`src/rtl/wdog_pkg.sv`:
```
`timescale 1ns/1ps
package wdog_pkg;
  localparam int REG_W = 8;
  localparam int CTL_W = 5;

  localparam int B_START   = 0;
  localparam int B_REFRESH = 1;
  localparam int B_FLAG    = 2;
  localparam int B_RSTEN   = 3;
  localparam int B_PINEN   = 4;

  localparam logic SEL_CTRL   = 1'b0;
  localparam logic SEL_RELOAD = 1'b1;

  // packed MSB first: field order equals bit positions 4..0
  typedef struct packed {
    logic pin_en;
    logic rst_en;
    logic flag;
    logic refresh;
    logic start;
  } ctl_t;
endpackage

```
`src/rtl/wdog_regs.sv`:
```
`timescale 1ns/1ps
module wdog_regs
  import wdog_pkg::*;
#(
  parameter int RLD_W = 8
) (
  input  logic             clk,
  input  logic             rst_n,
  input  logic             wr_en,
  input  logic             wr_sel,
  input  logic [REG_W-1:0] wr_data,
  input  logic             rd_sel,
  output logic [REG_W-1:0] rd_data,
  input  logic             soft_clr,
  input  logic             ovf,
  output ctl_t             ctl,
  output logic [RLD_W-1:0] rld
);
  logic wr_ctl, wr_rld;
  ctl_t wr_bits;
  logic unused_hi;

  assign wr_ctl    = wr_en && (wr_sel == SEL_CTRL) && !soft_clr;
  assign wr_rld    = wr_en && (wr_sel == SEL_RELOAD) && !soft_clr;
  assign wr_bits   = ctl_t'(wr_data[CTL_W-1:0]);
  assign unused_hi = ^wr_data[REG_W-1:CTL_W];

  // plain enable bits: cleared by the internal reset, else written
  always_ff @(posedge clk or negedge rst_n) begin
    if (!rst_n) begin
      ctl.start  <= 1'b0;
      ctl.rst_en <= 1'b0;
      ctl.pin_en <= 1'b0;
    end else if (soft_clr) begin
      ctl.start  <= 1'b0;
      ctl.rst_en <= 1'b0;
      ctl.pin_en <= 1'b0;
    end else if (wr_ctl) begin
      ctl.start  <= wr_bits.start;
      ctl.rst_en <= wr_bits.rst_en;
      ctl.pin_en <= wr_bits.pin_en;
    end
  end

  // refresh: set by software, lasts one cycle
  always_ff @(posedge clk or negedge rst_n) begin
    if (!rst_n)      ctl.refresh <= 1'b0;
    else if (wr_ctl) ctl.refresh <= wr_bits.refresh;
    else             ctl.refresh <= 1'b0;
  end

  // sticky flag: only rst_n or write-one clears it, overflow wins
  always_ff @(posedge clk or negedge rst_n) begin
    if (!rst_n)                     ctl.flag <= 1'b0;
    else if (ovf)                   ctl.flag <= 1'b1;
    else if (wr_ctl && wr_bits.flag) ctl.flag <= 1'b0;
  end

  always_ff @(posedge clk or negedge rst_n) begin
    if (!rst_n)        rld <= '0;
    else if (soft_clr) rld <= '0;
    else if (wr_rld)   rld <= wr_data[RLD_W-1:0];
  end

  always_comb begin
    if (rd_sel == SEL_RELOAD) rd_data = REG_W'(rld);
    else                      rd_data = REG_W'(ctl);
  end
endmodule

```
`src/rtl/wdog_counter.sv`:
```
`timescale 1ns/1ps
module wdog_counter #(
  parameter int RLD_W = 8,
  parameter int LOW_W = 8
) (
  input  logic                   clk,
  input  logic                   rst_n,
  input  logic                   run,
  input  logic                   reload_req,
  input  logic                   soft_clr,
  input  logic [RLD_W-1:0]       rld,
  output logic                   ovf,
  output logic [RLD_W+LOW_W-1:0] cnt
);
  localparam int CNT_W = RLD_W + LOW_W;
  localparam logic [CNT_W-1:0] CNT_MAX = '1;

  logic [CNT_W-1:0] base;
  logic             at_max;

  assign base   = {rld, {LOW_W{1'b0}}};
  assign at_max = (cnt == CNT_MAX);
  // a pending refresh or reset pre-empts the wrap
  assign ovf    = run && at_max && !reload_req && !soft_clr;

  always_ff @(posedge clk or negedge rst_n) begin
    if (!rst_n)          cnt <= '0;
    else if (soft_clr)   cnt <= '0;
    else if (reload_req) cnt <= base;
    else if (run) begin
      if (at_max) cnt <= base;
      else        cnt <= cnt + 1'b1;
    end
  end
endmodule

```
`src/rtl/wdog_pulse.sv`:
```
`timescale 1ns/1ps
module wdog_pulse #(
  parameter int PULSE_CYC = 32
) (
  input  logic clk,
  input  logic rst_n,
  input  logic fire,
  output logic pin
);
  localparam int PC_W = $clog2(PULSE_CYC + 1);
  localparam logic [PC_W-1:0] PC_LOAD = PC_W'(PULSE_CYC);

  logic [PC_W-1:0] left;

  always_ff @(posedge clk or negedge rst_n) begin
    if (!rst_n)                    left <= '0;
    else if (fire && left == '0)   left <= PC_LOAD;
    else if (left != '0)           left <= left - 1'b1;
  end

  assign pin = (left != '0);
endmodule

```
`src/rtl/wdog_top.sv`:
```
`timescale 1ns/1ps
module wdog_top
  import wdog_pkg::*;
#(
  parameter int RLD_W     = 8,
  parameter int LOW_W     = 8,
  parameter int PULSE_CYC = 32
) (
  input  logic             clk,
  input  logic             rst_n,
  input  logic             wr_en,
  input  logic             wr_sel,
  input  logic [REG_W-1:0] wr_data,
  input  logic             rd_sel,
  output logic [REG_W-1:0] rd_data,
  output logic             wd_rst_o,
  output logic             rst_pin_o
);
  localparam int CNT_W = RLD_W + LOW_W;

  ctl_t             ctl;
  logic [RLD_W-1:0] rld;
  logic [CNT_W-1:0] cnt_val;
  logic             ovf;
  logic             wd_rst_q;
  logic             ctl_start, ctl_refresh, ctl_flag, ctl_re, ctl_oe;

  assign ctl_start   = ctl.start;
  assign ctl_refresh = ctl.refresh;
  assign ctl_flag    = ctl.flag;
  assign ctl_re      = ctl.rst_en;
  assign ctl_oe      = ctl.pin_en;

  wdog_regs #(.RLD_W(RLD_W)) u_regs (
    .clk(clk), .rst_n(rst_n),
    .wr_en(wr_en), .wr_sel(wr_sel), .wr_data(wr_data),
    .rd_sel(rd_sel), .rd_data(rd_data),
    .soft_clr(wd_rst_q), .ovf(ovf),
    .ctl(ctl), .rld(rld)
  );

  wdog_counter #(.RLD_W(RLD_W), .LOW_W(LOW_W)) u_cnt (
    .clk(clk), .rst_n(rst_n),
    .run(ctl_start), .reload_req(ctl_refresh), .soft_clr(wd_rst_q),
    .rld(rld), .ovf(ovf), .cnt(cnt_val)
  );

  always_ff @(posedge clk or negedge rst_n) begin
    if (!rst_n) wd_rst_q <= 1'b0;
    else        wd_rst_q <= ovf && ctl_re;
  end

  wdog_pulse #(.PULSE_CYC(PULSE_CYC)) u_pulse (
    .clk(clk), .rst_n(rst_n),
    .fire(ovf && ctl_re && ctl_oe),
    .pin(rst_pin_o)
  );

  assign wd_rst_o = wd_rst_q;
endmodule

```
`config.mk`:
```
export PLATFORM = sky130hd
export DESIGN_NAME = wdog_top
export DESIGN_NICKNAME = d
export VERILOG_FILES = /design/src/rtl/wdog_pkg.sv /design/src/rtl/wdog_regs.sv /design/src/rtl/wdog_counter.sv /design/src/rtl/wdog_pulse.sv /design/src/rtl/wdog_top.sv
export SDC_FILE = /design/constraint.sdc
export NUM_CORES = 1
export LEC_CHECK = 0
export ABC_CLOCK_PERIOD_IN_PS = 2200
export BUFFER_PORTS_ARGS = -buffer_cell sky130_fd_sc_hd__buf_2
export CORE_MARGIN = 2
export CORE_UTILIZATION = 54
export CTS_BUF_LIST = sky130_fd_sc_hd__clkbuf_8
export DETAILED_ROUTE_END_ITERATION = 8
export HOLD_SLACK_MARGIN = 0.03
export PLACE_DENSITY = 0.77
export SLEW_MARGIN = 20
export SYNTH_ARGS = -nofsm -noshare
export SYNTH_HDL_FRONTEND = slang
export SYNTH_HIERARCHICAL = 1
export SYNTH_SLANG_ARGS = --single-unit
```
`constraint.sdc`:
```
create_clock -name clk -period 2.2 [get_ports clk]
set_clock_uncertainty 0.15 [all_clocks]
set_input_delay 0.11 -clock clk [delete_from_list [all_inputs] [get_ports clk]]
set_output_delay 0.11 -clock clk [all_outputs]
set_load 0.005 [all_outputs]
```
==> impl_metrics.env, run 1 <==
export IMPL_synth_compound_area_share_pct=12.1
export IMPL_insertion_delay_ns=0.29
export IMPL_start_util_pct=56.4
export IMPL_synth_edf_count=0
export IMPL_cp_max_fo=3
export IMPL_fillers=248
export IMPL_diodes=0
export IMPL_ir_drop_v=0.000455
export IMPL_p_leak_nw=1.23
export IMPL_rsz0062_at_grt="true"
export IMPL_grt_pass1_wl_mm=8.36
export IMPL_async_flop_share_pct=100
export IMPL_synth_top_cell_area_share_pct=43.6
export IMPL_syn_inst=215
export IMPL_synth_xor_area_share_pct=3.39
export IMPL_dr_pass1_iters=4
export IMPL_syn_nets=231
export IMPL_layout_min_cycle_time_ns=2.39
export IMPL_grt_overflow=0
export IMPL_hold_class="in2reg"
export IMPL_tightestPinTransition_ns=0.816
export IMPL_finalPower_mw=1.78
export IMPL_die_h_um=65.8
export IMPL_setup_slack_ns=-0.192
export IMPL_finalSetupViolCount=3
export IMPL_htreeDepth=2
export IMPL_cp_arrival_ns=2.42
export IMPL_via_count=1871
export IMPL_antenna_found_initial=0
export IMPL_slew_violations=0
export IMPL_cts_inserted_buffers=5
export IMPL_dieArea_mm2=0.00433
export IMPL_status="finished with violations"
export IMPL_place_hpwl_mm=3.26
export IMPL_max_freq_mhz=418
export IMPL_area_growth_syn_to_layout_pct=28.4
export IMPL_power_density_mw_per_mm2=673
export IMPL_finalNonFillerCells=325
export IMPL_synth_area_mux_share_pct=6.18
export IMPL_clockBufferDepth=2
export IMPL_clkSlewWorstSetupHoldPaths_ns=0.08
export IMPL_grt_use_total_pct=25.8
export IMPL_cap_violations=0
export IMPL_wirelength_mm=5.30
export IMPL_remaining_drc_errors=0
export IMPL_endpoint_kind="flop"
export IMPL_ys_seq_area_share_pct=43.6
export IMPL_nets=292
export IMPL_io_buffers=22
export IMPL_vias_per_cell=5.76
export IMPL_gp_congestion=0.868
export IMPL_synth_most_common_cell="dfrtp_1"
export IMPL_syn_avg_cell_area_um2=9.60
export IMPL_root_buffer="clkbuf_8"
export IMPL_cts_tree="built"
export IMPL_grt_pass1_vias=1831
export IMPL_drive_gt1_share_pct=28.5
export IMPL_dpl_worst_slack_ns=-0.146
export IMPL_hold_viol=0
export IMPL_core_rowCount=22
export IMPL_worstSetupPathType="reg2reg"
export IMPL_finalCritPeriodShare_pct=109
export IMPL_synthesis_yosys_warnings=6
export IMPL_fin_util_pct=72.4
export IMPL_dp_cells=294
export IMPL_wire_per_inst_um=16.3
export IMPL_synth_top_area_cell="dfrtp_1"
export IMPL_synthTopCellsByArea="dfrtp_1, nand3_1, nand2_1"
export IMPL_yosys_area_share_simple_pct=28.3
export IMPL_ff2ff_path_depth=8
export IMPL_synth_commonest_cells="dfrtp_1, nand2_1, nand3_1, nor2_1, a21oi_1"
export IMPL_violations="setup timing"
export IMPL_chipWidth_um=65.8
export IMPL_synth_area_mm2=0.00206
export IMPL_io_pins=23
export IMPL_yosysUniqueCellTypes=52
export IMPL_timing_slew_headroom_pct=45.6
export IMPL_hold_depth=3
export IMPL_ys_ff_latch=36
export IMPL_dominantRegCellSynth="dfrtp_1"
export IMPL_drt_iter0_drc=129
export IMPL_core_area_mm2=0.00366
export IMPL_ant_nets=0
export IMPL_grt_max_degree=37
export IMPL_synth_top_family_by_area="simple AND/OR/NAND/NOR gates"
export IMPL_required_ns=2.22
export IMPL_crit_path_start_kind="flop"
export IMPL_clock_sinks=36
export IMPL_synth_fa_ha_area_share_pct=1.82
-- through the flow --
step,hold slack [ns],cell area [µm²],setup TNS (ns)
finish,0.0713,2650,-0.512
detailed placement,0.0994,2340,-0.327
global placement,0.0950,2340,-0.0603
floorplan,-0.336,2090,-0.227
global route,0.0545,2650,-0.661
CTS,0.0343,2620,-0.384
-- path summary, 6_finish.rpt --
kind / from / end / slack (ns)
setup / recovery: u_cnt/cnt[1] / u_pulse/left[0] / -0.19
hold / removal: wr_en / u_regs/rld[2] / 0.07
setup reg to reg: u_cnt/cnt[1] / u_pulse/left[0] / -0.19
hold reg to reg: u_regs/ctl[2] / u_regs/ctl[2] / 0.33
max in group asynchronous: rst_n / u_pulse/left[4] / 1.09
min in group asynchronous: rst_n / u_cnt/cnt[4] / 0.30
-- area by class of cell --
cell class                      count  area [µm²]  share of cell area (%)
Tap cell                           48        60.1                    2.27
Timing Repair Buffer               65         473                    17.8
Multi-Input combinational cell    162        1100                    41.4
Clock buffer                        6        82.6                    3.11
Sequential cell                    36         901                    34.0
Inverter                            6        22.5                   0.849
Clock inverter                      2        15.0                   0.566
-- layer usage --
layer	up-vias	part of all wire (%)	GRT usage (%)
met1	891	41	32.7
met5	-	0	0
li1	900	-	-
met3	12	4.7	4.60
met4	0	2.0	10.9
met2	68	52	43.3
-- timing repair --
| item | 4_1_cts | 5_1_grt |
|---|---|---|
| pin swaps | 3 | 2 |
| cloned | 0 | 0 |
| hold buffers | 16 | 0 |
| buffers inserted | 3 | 4 |
| endpoints found under the hold margin | 49 | 0 |
| resized for setup | 0 | 1 |
| setup endpoints to repair | 3 | 4 |
-- power breakdown --
part | leakage [nW] | switching [mW] | internal [mW] | total (mW)
logic | 0.724 | 0.215 | 0.234 | 0.448
clock network | 0.0434 | 0.247 | 0.253 | 0.500
registers | 0.462 | 0.0886 | 0.748 | 0.837
total | 1.23 | 0.550 | 1.23 | 1.78
-- placed cells by master, fill, tap and decap left out, types with 3 or more instances in the layout --
cell           netlist  routed
nor3_1               9       8
nor2_1              17      17
and2_1               5       5
a21oi_1             14      14
nand4_1              4       4
o21ai_0              5       5
o211ai_1             3       3
clkbuf_8             0       6
buf_4                1      27
xor2_1               6       6
dfrtp_1             36      36
inv_1                6       6
nor4_1               4       4
nand3_1             17      17
buf_2                3      22
o31ai_1              4       4
mux2_2               6       6
mux2i_1              6       6
dlygate4sd3_1        0      16
nand2_1             20      20
-- worst max-delay path, stage by stage (launching register included) --
cell	delay, ns
dfrtp_1	0.42
ha_4	0.17
nand4_4	0.09
or3_4	0.34
or3_4	0.39
nor3_4	0.17
and3_4	0.24
nor3_2	0.05
mux2_2	0.26
-- kinds of logic after synthesis --
| kind of cell | after synthesis |
|---|---|
| AO/OA/AOI/OAI | 38 |
| buffers and inverters | 17 |
| multiplexers | 12 |
| flip-flops | 36 |
| AND/OR/NAND/NOR | 101 |
| adder cells (fa/ha/maj) | 3 |
| XOR/XNOR | 8 |
-- sequential cells by signal (all words and copies together), names as in the netlist --
| signal | cells |
|---|---|
| u_regs/ctl | 5 |
| wd_rst_o | 1 |
| u_regs/rld | 8 |
| u_pulse/left | 6 |
| u_cnt/cnt | 16 |
Power figures use the tool's default switching activity.
==> run 2: changes to the inputs <==
--- a/config.mk
+++ b/config.mk
@@ -7,12 +7,14 @@
 export LEC_CHECK = 0
 export ABC_CLOCK_PERIOD_IN_PS = 2200
 export BUFFER_PORTS_ARGS = -buffer_cell sky130_fd_sc_hd__buf_2
+export CELL_PAD_IN_SITES_DETAIL_PLACEMENT = 0
+export CELL_PAD_IN_SITES_GLOBAL_PLACEMENT = 1
 export CORE_MARGIN = 2
-export CORE_UTILIZATION = 54
+export CORE_UTILIZATION = 42
 export CTS_BUF_LIST = sky130_fd_sc_hd__clkbuf_8
 export DETAILED_ROUTE_END_ITERATION = 8
 export HOLD_SLACK_MARGIN = 0.03
-export PLACE_DENSITY = 0.77
+export PLACE_DENSITY_LB_ADDON = 0.1
 export SLEW_MARGIN = 20
 export SYNTH_ARGS = -nofsm -noshare
 export SYNTH_HDL_FRONTEND = slang
==> run 2 against run 1 <==
Net effect:
- final area rose by 0.94%
- core utilization fell by 16 points
- count of clock-buffer cells in the layout did not move
- critical path depth did not move
- routed wire length fell by 0.68%
- highest routed layer unchanged
- critical path type unchanged
- the flow still finishes with violations (setup timing)
- first-iteration DRC count rose by 47%
- fmax rose by 2.7%
- largest cell class unchanged
==> impl_metrics.env, run 2 (synthesized netlist as in run 1, its figures left out) <==
export IMPL_status="finished with violations"
export IMPL_violations="setup timing"
export IMPL_layout_min_cycle_time_ns=2.33
export IMPL_seq_power_share_pct=47.9
export IMPL_timing_rr_end="u_pulse/left[0]"
export IMPL_dpl_worst_slack_ns=-0.135
export IMPL_place_hpwl_mm=3.62
export IMPL_ant_nets=0
export IMPL_core_rowCount=25
export IMPL_clockBufferDepth=2
export IMPL_area_growth_syn_to_layout_pct=29.6
export IMPL_r2r_start="u_cnt/cnt[1]"
export IMPL_r2r_slack_ns=-0.13
export IMPL_cp_max_fo=3
export IMPL_setup_slack_ns=-0.128
export IMPL_regMostFlops="u_cnt/cnt"
export IMPL_endpoint_kind="flop"
export IMPL_cts_tree="built"
export IMPL_ff2ff_path_depth=8
export IMPL_io_buffers=22
export IMPL_dieArea_mm2=0.00549
export IMPL_diodes=0
export IMPL_combinationalPowerShare_pct=24.3
export IMPL_cp_arrival_ns=2.35
export IMPL_rsz0062_at_grt="true"
export IMPL_wire_per_inst_um=15.2
export IMPL_cap_violations=0
export IMPL_crit_path_start_kind="flop"
export IMPL_slew_violations=0
export IMPL_switching_share_pct=30.3
export IMPL_p_clk_share_pct=27.8
export IMPL_layout_common_cells="dfrtp_1, buf_4, buf_2, nand2_1"
export IMPL_hold_viol=0
export IMPL_io_pins=23
export IMPL_vias_per_cell=5.51
export IMPL_p_int_mw=1.22
export IMPL_power_density_mw_per_mm2=654
export IMPL_start_util_pct=43.7
export IMPL_setup_tns_ns=-0.236
export IMPL_core_area_mm2=0.00472
export IMPL_drive_gt1_share_pct=28.4
export IMPL_dr_pass1_iters=5
export IMPL_drt_iter0_drc=190
export IMPL_finalSetupViolCount=3
export IMPL_p_sw_uw=530
export IMPL_htreeDepth=2
export IMPL_finalCritPeriodShare_pct=106
export IMPL_grt_max_degree=37
export IMPL_layout_commonest_cell="dfrtp_1"
export IMPL_wirelength_mm=5.26
export IMPL_largest_registers="u_cnt/cnt x16, u_regs/rld x8, u_pulse/left x6"
export IMPL_nets=293
export IMPL_antenna_found_initial=0
export IMPL_grt_pass1_vias=1849
export IMPL_remaining_drc_errors=0
export IMPL_endpoint="u_pulse/left[0]"
export IMPL_via_count=1900
export IMPL_hold_depth=3
export IMPL_timing_slew_headroom_pct=43.6
export IMPL_cts_inserted_buffers=5
export IMPL_die_h_um=74.1
export IMPL_worstSetupPathType="reg2reg"
export IMPL_chipWidth_um=74.1
export IMPL_p_leak_nw=1.24
export IMPL_root_buffer="clkbuf_8"
export IMPL_max_freq_mhz=430
export IMPL_tightestPinTransition_ns=0.846
export IMPL_grt_pass1_wl_mm=8.60
export IMPL_grt_overflow=0
export IMPL_hold_class="in2reg"
export IMPL_crit_start="u_cnt/cnt[1]"
export IMPL_clkSlewWorstSetupHoldPaths_ns=0.07
export IMPL_largest_reg_flops=16
export IMPL_grt_use_total_pct=20.7
export IMPL_insertion_delay_ns=0.29
export IMPL_gp_congestion=0.897
export IMPL_ir_drop_v=0.000318
export IMPL_clock_sinks=36
export IMPL_required_ns=2.22
run 2: changes by cell type in the layout (fill, tap and decap cells not counted):
cell and delta:
buf_4 +1, clkinv_2 +2, clkinvlp_4 -2, mux2_2 -1
mux2_4 +1, nor3_1 +1, nor3_2 -1
run 2: worst min path at each step:
| stage | start | end | slack [ns] |
|---|---|---|---|
| after detailed placement | rst_n | u_cnt/cnt[2] | 0.12 |
| final | wr_en | u_regs/rld[3] | 0.03 |
| after CTS | wr_en | u_regs/rld[3] | 0.03 |
| after global placement | rst_n | u_cnt/cnt[4] | 0.09 |
| after global routing | wr_en | u_regs/rld[3] | 0.05 |
| after floorplan | rst_n | u_cnt/cnt[0] | -0.34 |
run 2: critical path, cell delays in order (launching register included):
cell     delay [ns]
dfrtp_1        0.40
ha_4           0.16
nand4_4        0.09
or3_4          0.34
or3_4          0.40
nor3_4         0.14
and3_4         0.21
nor3_1         0.05
mux2_4         0.26
run 2: layout make-up:
type	instances	area (µm²)
timing repair buffer	66	480
fill	414	2050
inverter	6	22.5
clock inverter	2	10.0
tap	67	83.8
sequential	36	901
multi-input combinational	162	1100
clock buffer	6	82.6
run 2: power groups by stage:
| stage | Sequential [mW] | Combinational [mW] | Clock [mW] |
|---|---|---|---|
| global route | 0.851 | 0.472 | 0.529 |
| floorplan | 0.839 | 0.229 | 0 |
| finish | 0.838 | 0.424 | 0.487 |
| global placement | 0.844 | 0.382 | 0 |
| detailed placement | 0.851 | 0.390 | 0 |
| CTS | 0.837 | 0.421 | 0.496 |
run 2: layer usage:
| layer | global-route usage [%] | vias to the layer above | share of wire (%) |
|---|---|---|---|
| li1 | - | 897 | - |
| met5 | 0 | - | 0 |
| met2 | 32.5 | 80 | 48 |
| met4 | 7.27 | 0 | 2.2 |
| met1 | 28.1 | 906 | 44 |
| met3 | 4.74 | 17 | 5.7 |
run 2: through the flow:
stage | util (%) | instances | total power [mW] | instance area, µm² | hold WS, ns
2_1_floorplan | - | 215 | 1.07 | 2090 | -0.336
6_report | 56.7 | 345 | 1.75 | 2680 | 0.0305
4_1_cts | 56.0 | 341 | 1.75 | 2650 | 0.0333
5_1_grt | 56.7 | 345 | 1.85 | 2680 | 0.0476
3_3_place_gp | 50.0 | 313 | 1.23 | 2360 | 0.0901
3_5_place_dp | 50.0 | 313 | 1.24 | 2360 | 0.121
run 2: repair_timing:
item	CTS	global route
hold endpoints to repair	49	0
gates resized for setup	1	0
endpoints found under the setup margin	3	4
buffers inserted	4	4
pin swaps	2	1
hold buffers	16	0
